**config.mk**
```make
export PLATFORM = sky130hd
export DESIGN_NAME = dma_prio_arbiter
export DESIGN_NICKNAME = d
export VERILOG_FILES = /design/src/rtl/dma_arb_pkg.sv /design/src/rtl/dma_arb_prio_regs.sv /design/src/rtl/dma_arb_pick.sv /design/src/rtl/dma_prio_arbiter.sv
export SDC_FILE = /design/constraint.sdc
export NUM_CORES = 1
export LEC_CHECK = 0
export ABC_AREA = 0
export CORE_AREA = 2 2 175 177
export DETAILED_ROUTE_END_ITERATION = 6
export DIE_AREA = 0 0 177 179
export GPL_ROUTABILITY_DRIVEN = 0
export SKIP_LAST_GASP = 1
export SYNTH_ARGS = -nofsm -noshare
export SYNTH_HDL_FRONTEND = slang
export SYNTH_HIERARCHICAL = 1
export SYNTH_SLANG_ARGS = --single-unit
```
**constraint.sdc**
```tcl
create_clock -name clk -period 66.5 [get_ports clk]
set_input_delay 13.3 -clock clk [delete_from_list [all_inputs] [get_ports clk]]
set_output_delay 13.3 -clock clk [all_outputs]
set_load 0.02 [all_outputs]
```
**src/rtl/dma_arb_pkg.sv**
```systemverilog
package dma_arb_pkg;
   // Register word: rank | group rank | no-suspend-others | may-be-suspended
   function automatic int reg_width(int pri_w, int grp_w);
      return pri_w + grp_w + 2;
   endfunction
endpackage

```
**src/rtl/dma_arb_prio_regs.sv**
```systemverilog
module dma_arb_prio_regs
   import dma_arb_pkg::*;
#(
   parameter int NCH   = 16,
   parameter int PRI_W = 4,
   parameter int GRP_W = 2,
   parameter logic [GRP_W-1:0] GRP_PRI = '0,
   localparam int CH_W  = $clog2(NCH),
   localparam int REG_W = reg_width(PRI_W, GRP_W)
) (
   input  logic                       clk,
   input  logic                       rst_n,
   input  logic                       reg_wr,
   input  logic [CH_W-1:0]            reg_addr,
   input  logic [REG_W-1:0]           reg_wdata,
   output logic [REG_W-1:0]           reg_rdata,
   output logic [NCH-1:0][PRI_W-1:0]  pri_q,
   output logic [NCH-1:0]             pre_en_q,
   output logic [NCH-1:0]             no_pre_q
);
   localparam int DIS_BIT = PRI_W + GRP_W;
   localparam int EN_BIT  = PRI_W + GRP_W + 1;

   for (genvar g = 0; g < NCH; g++) begin : g_ch
      always_ff @(posedge clk or negedge rst_n) begin
         if (!rst_n) begin
            pri_q[g]    <= PRI_W'(g);
            pre_en_q[g] <= 1'b0;
            no_pre_q[g] <= 1'b0;
         end else if (reg_wr && (int'(reg_addr) == g)) begin
            pri_q[g]    <= reg_wdata[PRI_W-1:0];
            no_pre_q[g] <= reg_wdata[DIS_BIT];
            pre_en_q[g] <= reg_wdata[EN_BIT];
         end
      end
   end

   always_comb begin
      reg_rdata = '0;
      if (int'(reg_addr) < NCH)
         reg_rdata = {pre_en_q[reg_addr], no_pre_q[reg_addr], GRP_PRI, pri_q[reg_addr]};
   end

   // the group field never follows written data
   always_comb begin
      if (rst_n) assert_grp_ro_R2: assert (reg_rdata[DIS_BIT-1:PRI_W] == GRP_PRI || int'(reg_addr) >= NCH);
   end
endmodule

```
**src/rtl/dma_arb_pick.sv**
```systemverilog
module dma_arb_pick #(
   parameter int NCH      = 16,
   parameter int PRI_W    = 4,
   parameter bit TIE_HIGH = 1'b1,
   localparam int CH_W    = $clog2(NCH)
) (
   input  logic [NCH-1:0]             mask,
   input  logic [NCH-1:0][PRI_W-1:0]  pri,
   output logic                       found,
   output logic [CH_W-1:0]            idx,
   output logic [PRI_W-1:0]           best
);
   if (TIE_HIGH) begin : g_tie_high
      always_comb begin
         found = 1'b0;
         idx   = '0;
         best  = '0;
         for (int i = 0; i < NCH; i++) begin
            if (mask[i] && (!found || pri[i] >= best)) begin
               found = 1'b1;
               idx   = CH_W'(i);
               best  = pri[i];
            end
         end
      end
   end else begin : g_tie_low
      always_comb begin
         found = 1'b0;
         idx   = '0;
         best  = '0;
         for (int i = 0; i < NCH; i++) begin
            if (mask[i] && (!found || pri[i] > best)) begin
               found = 1'b1;
               idx   = CH_W'(i);
               best  = pri[i];
            end
         end
      end
   end
endmodule

```
**src/rtl/dma_prio_arbiter.sv**
```systemverilog
module dma_prio_arbiter
   import dma_arb_pkg::*;
#(
   parameter int NCH   = 16,
   parameter int PRI_W = 4,
   parameter int GRP_W = 2,
   parameter logic [GRP_W-1:0] GRP_PRI = '0,
   parameter bit TIE_HIGH = 1'b1,
   localparam int CH_W  = $clog2(NCH),
   localparam int REG_W = reg_width(PRI_W, GRP_W)
) (
   input  logic             clk,
   input  logic             rst_n,
   input  logic [NCH-1:0]   req,
   input  logic             done,
   output logic             grant_valid,
   output logic [CH_W-1:0]  grant_ch,
   input  logic             reg_wr,
   input  logic [CH_W-1:0]  reg_addr,
   input  logic [REG_W-1:0] reg_wdata,
   output logic [REG_W-1:0] reg_rdata
);
   if (NCH < 2)   begin : g_bad_nch $error("NCH must be at least 2");   end
   if (PRI_W < 1) begin : g_bad_pri $error("PRI_W must be at least 1"); end
   if (GRP_W < 1) begin : g_bad_grp $error("GRP_W must be at least 1"); end

   logic [NCH-1:0][PRI_W-1:0] pri_q;
   logic [NCH-1:0]            pre_en_q, no_pre_q;

   dma_arb_prio_regs #(.NCH(NCH), .PRI_W(PRI_W), .GRP_W(GRP_W), .GRP_PRI(GRP_PRI)) u_regs (
      .clk(clk), .rst_n(rst_n), .reg_wr(reg_wr), .reg_addr(reg_addr),
      .reg_wdata(reg_wdata), .reg_rdata(reg_rdata),
      .pri_q(pri_q), .pre_en_q(pre_en_q), .no_pre_q(no_pre_q)
   );

   // service state
   logic            act_valid, hold, susp_valid;
   logic [CH_W-1:0] act_ch, susp_ch;

   // idle choice
   logic            idle_found;
   logic [CH_W-1:0] idle_idx;
   logic [PRI_W-1:0] idle_pri;

   dma_arb_pick #(.NCH(NCH), .PRI_W(PRI_W), .TIE_HIGH(TIE_HIGH)) u_idle_pick (
      .mask(req), .pri(pri_q), .found(idle_found), .idx(idle_idx), .best(idle_pri)
   );

   // preemption candidate: requesters allowed to suspend, excluding the active one
   logic [NCH-1:0]  act_oh, pre_mask;
   logic            pre_found, pre_go;
   logic [CH_W-1:0] pre_idx;
   logic [PRI_W-1:0] pre_pri;

   always_comb begin
      act_oh = '0;
      act_oh[act_ch] = 1'b1;
      pre_mask = req & ~no_pre_q & ~act_oh;
   end

   dma_arb_pick #(.NCH(NCH), .PRI_W(PRI_W), .TIE_HIGH(TIE_HIGH)) u_pre_pick (
      .mask(pre_mask), .pri(pri_q), .found(pre_found), .idx(pre_idx), .best(pre_pri)
   );

   assign pre_go = act_valid && !susp_valid && pre_en_q[act_ch] &&
                   pre_found && (pre_pri > pri_q[act_ch]);

   always_ff @(posedge clk or negedge rst_n) begin
      if (!rst_n) begin
         act_valid  <= 1'b0;
         hold       <= 1'b0;
         act_ch     <= '0;
         susp_valid <= 1'b0;
         susp_ch    <= '0;
      end else if (!act_valid) begin
         if (hold) begin
            act_valid <= 1'b1;
            hold      <= 1'b0;
         end else if (idle_found) begin
            act_valid <= 1'b1;
            act_ch    <= idle_idx;
         end
      end else if (done) begin
         act_valid <= 1'b0;
         if (susp_valid) begin
            act_ch     <= susp_ch;
            susp_valid <= 1'b0;
            hold       <= 1'b1;
         end
      end else if (pre_go) begin
         susp_valid <= 1'b1;
         susp_ch    <= act_ch;
         act_ch     <= pre_idx;
         act_valid  <= 1'b0;
         hold       <= 1'b1;
      end
   end

   assign grant_valid = act_valid;
   assign grant_ch    = act_ch;

   assert_gap_after_done_R4: assert property (@(posedge clk) disable iff (!rst_n)
      act_valid && done |=> !grant_valid);

   assert_victim_enabled_R6: assert property (@(posedge clk) disable iff (!rst_n)
      $rose(susp_valid) |-> $past(pre_en_q[act_ch]));

   assert_requester_allowed_R7: assert property (@(posedge clk) disable iff (!rst_n)
      $rose(susp_valid) |-> !no_pre_q[act_ch]);

   assert_single_level_R9: assert property (@(posedge clk) disable iff (!rst_n)
      susp_valid && !(act_valid && done) |=> susp_valid && $stable(susp_ch));

   assert_grant_holds_R5: assert property (@(posedge clk) disable iff (!rst_n)
      act_valid && !done && !pre_go |=> grant_valid && $stable(grant_ch));

   assert_idle_done_ignored_R10: assert property (@(posedge clk) disable iff (!rst_n)
      !act_valid && !hold && !idle_found |=> !grant_valid);
endmodule

```
==> impl_metrics.env, run 1 <==
export IMPL_maxSlewHeadroom_pct=34.6
export IMPL_cts_sinks=107
export IMPL_drive_gt1_share_pct=20.1
export IMPL_routed_wl_um=35500
export IMPL_slowest_stage="clkdlybuf4s50_1"
export IMPL_fin_crit_sh_pct=58.2
export IMPL_netlist_area_um2=11900
export IMPL_hold_class="reg2reg"
export IMPL_startpoint="req[0]"
export IMPL_rrSetupSlack_ns=40.74
export IMPL_vias=10100
export IMPL_min_from="susp_ch[0]"
export IMPL_initial_core_util_pct=39.8
export IMPL_drcViolationCount=0
export IMPL_nets=1407
export IMPL_critical_path_buf_inv_count=6
export IMPL_clock_skew_ns=0.0111
export IMPL_portBuffers=40
export IMPL_max_freq_ghz=0.0258
export IMPL_ios=45
export IMPL_cts_resized=0
export IMPL_critical_path_arrival_ns=38.96
export IMPL_ctsHoldBuffers=0
export IMPL_cts_made_buffers=9
export IMPL_critical_path_class="in2reg"
export IMPL_cts_tree="done"
export IMPL_netlist_instances=1256
export IMPL_hold_end="susp_ch[0]"
export IMPL_grt_antenna_before_repair=0
export IMPL_drtPass1Iterations=6
export IMPL_crit_path_end_kind="register"
export IMPL_worstMarginPinSlew_ns=0.980
export IMPL_ys_warn_count=6
export IMPL_clk_latency_ns=0.35
export IMPL_first_global_vias=9427
export IMPL_most_common_layout_cells="ha_1, mux2_2, nor2_1"
export IMPL_setup_viol=0
export IMPL_h_tree_depth=3
export IMPL_vias_per_cell=6.05
export IMPL_drtIter0Drc=920
export IMPL_die_height_um=179
export IMPL_status="complete, no violations"
export IMPL_reg2reg_depth=114
export IMPL_fill_cells=2956
export IMPL_hold_violations=0
export IMPL_dp_hpwl_um=28100
export IMPL_rsz0062_at_grt="no"
export IMPL_finalMaxSlewViolations=0
export IMPL_final_common_cell="ha_1"
export IMPL_fin_setup_tns_ns=0
export IMPL_holdPathStages=1
export IMPL_dieArea_um2=31700
export IMPL_cpMostUsedCell="ha_1"
export IMPL_grt_pass1_wl_um=54700
export IMPL_track_usage_pct=22.4
export IMPL_grt_overflow_total=0
export IMPL_max_stage_delay_ns=0.74
export IMPL_path_max_fanout=12
export IMPL_rr_startpoint="grant_ch[3]"
export IMPL_fp_row_count=64
export IMPL_period_needed_ns=38.72
export IMPL_rr_endpoint="susp_ch[2]"
export IMPL_syn_area_per_cell_um2=9.51
export IMPL_clockRootBuffer="clkbuf_16"
export IMPL_wire_per_inst_um=21.3
export IMPL_ant_nets=0
export IMPL_area_growth_pct=8.21
export IMPL_cap_violations=0
export IMPL_critPathTopFamily="compound AO/OA/AOI/OAI gates"
export IMPL_design_core_area_um2=30000
export IMPL_grt_max_degree=75
export IMPL_cts_buffer_depth=2
export IMPL_cts_setup_buffers=0
export IMPL_worstPathRequired_ns=66.73
export IMPL_die_w_um=177
export IMPL_start_kind="input pin"
export IMPL_path_clk_slew_ns=0.08
area by class of cell:
type	instances	area, um2	area share [%]
Sequential cell	107	2720	21.0
Clock buffer	12	256	1.99
Timing Repair Buffer	47	445	3.45
Multi-Input combinational cell	1019	8650	66.9
Inverter	81	304	2.35
Clock inverter	4	48.8	0.378
Tap cell	396	495	3.84
Antenna cell	2	5.00	0.0387
through the flow:
step           worst slack (ns)  instance area (um2)  util (%)  instances  hold slack, ns
3_3_place_gp              28.11                12600      42.0       1650           0.487
4_1_cts                   28.11                12900      43.0       1666           0.511
2_1_floorplan             31.39                11900         -       1257           0.464
6_report                  27.78                12900      43.0       1668           0.507
3_5_place_dp              27.78                12600      42.0       1650           0.494
5_1_grt                   25.97                12900      43.0       1666           0.533
registers in the layout, summed over array words and instances (netlist names):
name,count
grant_valid,1
susp_valid,1
susp_ch,4
hold,1
u_regs/no_pre_q,16
u_regs/pri_q,64
u_regs/pre_en_q,16
grant_ch,4
worst register-to-register path: cells and delay by family, from the launching register on:
family	cells	cell delay [ns]
AND/OR/NAND/NOR	34	5.91
AO/OA/AOI/OAI	55	13.54
buffers and inverters	6	0.63
adder cells (fa/ha/maj)	17	4.61
flip-flops	1	0.32
multiplexers	2	0.70
worst max path at each step:
stage | to | cells past startpoint | slack, ns
5_1_grt | susp_ch[2] | 114 | 25.97
2_1_floorplan | susp_ch[0] | 117 | 31.39
3_3_place_gp | susp_ch[0] | 115 | 28.11
3_5_place_dp | susp_ch[2] | 114 | 27.78
6_report | susp_ch[2] | 114 | 27.78
4_1_cts | susp_ch[2] | 114 | 28.11
per-layer routing:
metal  vias up  share of wire (%)  global-route usage (%)
met5         -                  0                       0
met4         0                2.4                    5.75
met3        38                4.3                    2.12
met2       275                 47                    37.7
met1      4967                 46                    30.8
li1       4808                  -                       -
Power of run 1 is not shown: default switching activity piles up to over one toggle a cycle in this logic, so the estimate is an artifact.
==> inputs of run 2 (changes only) <==
==> constraint.sdc (replaced) <==
create_clock -name clk -period 36.6 [get_ports clk]
set_input_delay 7.32 -clock clk [delete_from_list [all_inputs] [get_ports clk]]
set_output_delay 7.32 -clock clk [all_outputs]
set_load 0.02 [all_outputs]
==> run 2 against run 1 <==
Compared with the run above:
- non-clock buffer count did not move
- cell area shrank 0.18%
- via count rose by 1.8%
- worst hold slack lost 0.0018 ns
- utilization is 0.079 points lower
- sequential share of layout area about the same
- routed wire length increased by 0.39%
- critical path depth rose by 1
- worst setup slack got worse by 24 ns
- critical endpoint unchanged
- register-to-register slack worse by 30 ns
==> impl_metrics.env, run 2 (synthesis gave the netlist of run 1 again) <==
export IMPL_drive_gt1_share_pct=20.2
export IMPL_finalNonFillerCells=1666
export IMPL_grt_pass1_wl_um=55300
export IMPL_path_max_fanout=12
export IMPL_clk_latency_ns=0.35
export IMPL_cts_resized=0
export IMPL_ant_nets=0
export IMPL_rsz0062_at_grt="no"
export IMPL_finalMaxSlewViolations=0
export IMPL_dp_cells=1650
export IMPL_start_kind="input pin"
export IMPL_path_clk_slew_ns=0.08
export IMPL_fin_crit_sh_pct=89.7
export IMPL_largest_reg_flops=64
export IMPL_final_common_cell="ha_1"
export IMPL_h_tree_depth=3
export IMPL_largest_register="u_regs/pri_q"
export IMPL_grt_max_degree=72
export IMPL_grt_overflow_total=0
export IMPL_vias_per_cell=6.17
export IMPL_area_growth_pct=8.01
export IMPL_fin_setup_tns_ns=0
export IMPL_hold_violations=0
export IMPL_track_usage_pct=22.5
export IMPL_fp_row_count=64
export IMPL_period_needed_ns=32.81
export IMPL_cpMostUsedCell="ha_1"
export IMPL_dp_hpwl_um=28000
export IMPL_num_antenna_cells=0
export IMPL_vias=10300
export IMPL_place_ws_ns=3.85
export IMPL_critical_path_arrival_ns=33.06
export IMPL_initial_core_util_pct=39.8
export IMPL_routed_wl_um=35600
export IMPL_worstPathRequired_ns=36.84
export IMPL_clock_skew_ns=0.0185
export IMPL_die_height_um=179
export IMPL_nets=1407
export IMPL_dieArea_um2=31700
export IMPL_hold_class="reg2reg"
export IMPL_status="complete, no violations"
export IMPL_cts_made_buffers=9
export IMPL_max_stage_delay_ns=0.77
export IMPL_setup_viol=0
export IMPL_maxSlewHeadroom_pct=33.7
export IMPL_ctsHoldBuffers=0
export IMPL_cts_tree="done"
export IMPL_top_regs="u_regs/pri_q x64, u_regs/no_pre_q x16, u_regs/pre_en_q x16"
export IMPL_cts_buffer_depth=2
export IMPL_drcViolationCount=0
export IMPL_max_freq_ghz=0.0305
export IMPL_grt_antenna_before_repair=1
export IMPL_fill_cells=2956
export IMPL_drtIter0Drc=816
export IMPL_design_core_area_um2=30000
export IMPL_portBuffers=40
export IMPL_die_w_um=177
export IMPL_clockRootBuffer="clkbuf_16"
export IMPL_drtPass1Iterations=5
export IMPL_worstMarginPinSlew_ns=0.994
export IMPL_first_global_vias=9557
export IMPL_crit_path_end_kind="register"
export IMPL_cts_setup_buffers=0
export IMPL_cts_sinks=107
export IMPL_ios=45
export IMPL_fin_ws_ns=3.79
export IMPL_wire_per_inst_um=21.4
export IMPL_cap_violations=0
export IMPL_most_common_layout_cells="ha_1, mux2_2, nor2_1"
export IMPL_multi_input_area_um2=8650
export IMPL_slowest_stage="clkdlybuf4s50_1"
export IMPL_critical_path_class="in2reg"
export IMPL_seq_area_um2=2720
export IMPL_whs_ns=0.505
run 2: cell types whose count changed in the layout (fill, tap and decap cells not counted), sizes merged:
cell,delta
bufinv,-1
clkbuf,-2
clkinv,-3
clkinvlp,+4
diode,-2
inv,+2
run 2: cell type report:
type	instances	share of cell area (%)
clock buffers	10	1.85
well taps	396	3.84
repair buffers	47	3.45
clock inverters	6	0.369
multi-input cells	1019	67.0
inverters	81	2.36
flip-flops and latches	107	21.1
run 2: path summary, 6_finish.rpt:
check,cells past startpoint,to,startpoint,slack [ns]
max,115,susp_ch[2],req[0],3.79
min,1,susp_ch[2],susp_ch[2],0.51
max reg2reg,115,susp_ch[2],grant_ch[2],10.78
min reg2reg,1,susp_ch[2],susp_ch[2],0.51
max in group asynchronous,2,u_regs/pri_q[3],rst_n,28.39
min in group asynchronous,1,susp_ch[1],rst_n,6.92
run 2: layer usage:
metal	global-route usage (%)	routed length, um	vias to the layer above
met4	6.44	1040	0
met2	37.2	16600	345
met5	0	0	-
met3	2.65	1910	52
met1	31.1	16000	5064
li1	-	-	4812
run 2: through the flow:
stage               utilization, %  instance area (um2)
CTS                           42.9                12900
detailed placement            42.0                12600
floorplan                        -                11900
finish                        42.9                12900
global route                  42.9                12900
global placement              42.0                12600
run 2: worst max-delay path, delay by kind of cell:
family,cells,cell delay [ns]
muxes,2,0.69
and+or+nand+nor,34,5.70
buffers and inverters,7,1.21
adders and majority gates,17,4.66
AOI/OAI and AO/OA,55,13.41
Power of run 2 is left out for the same reason.
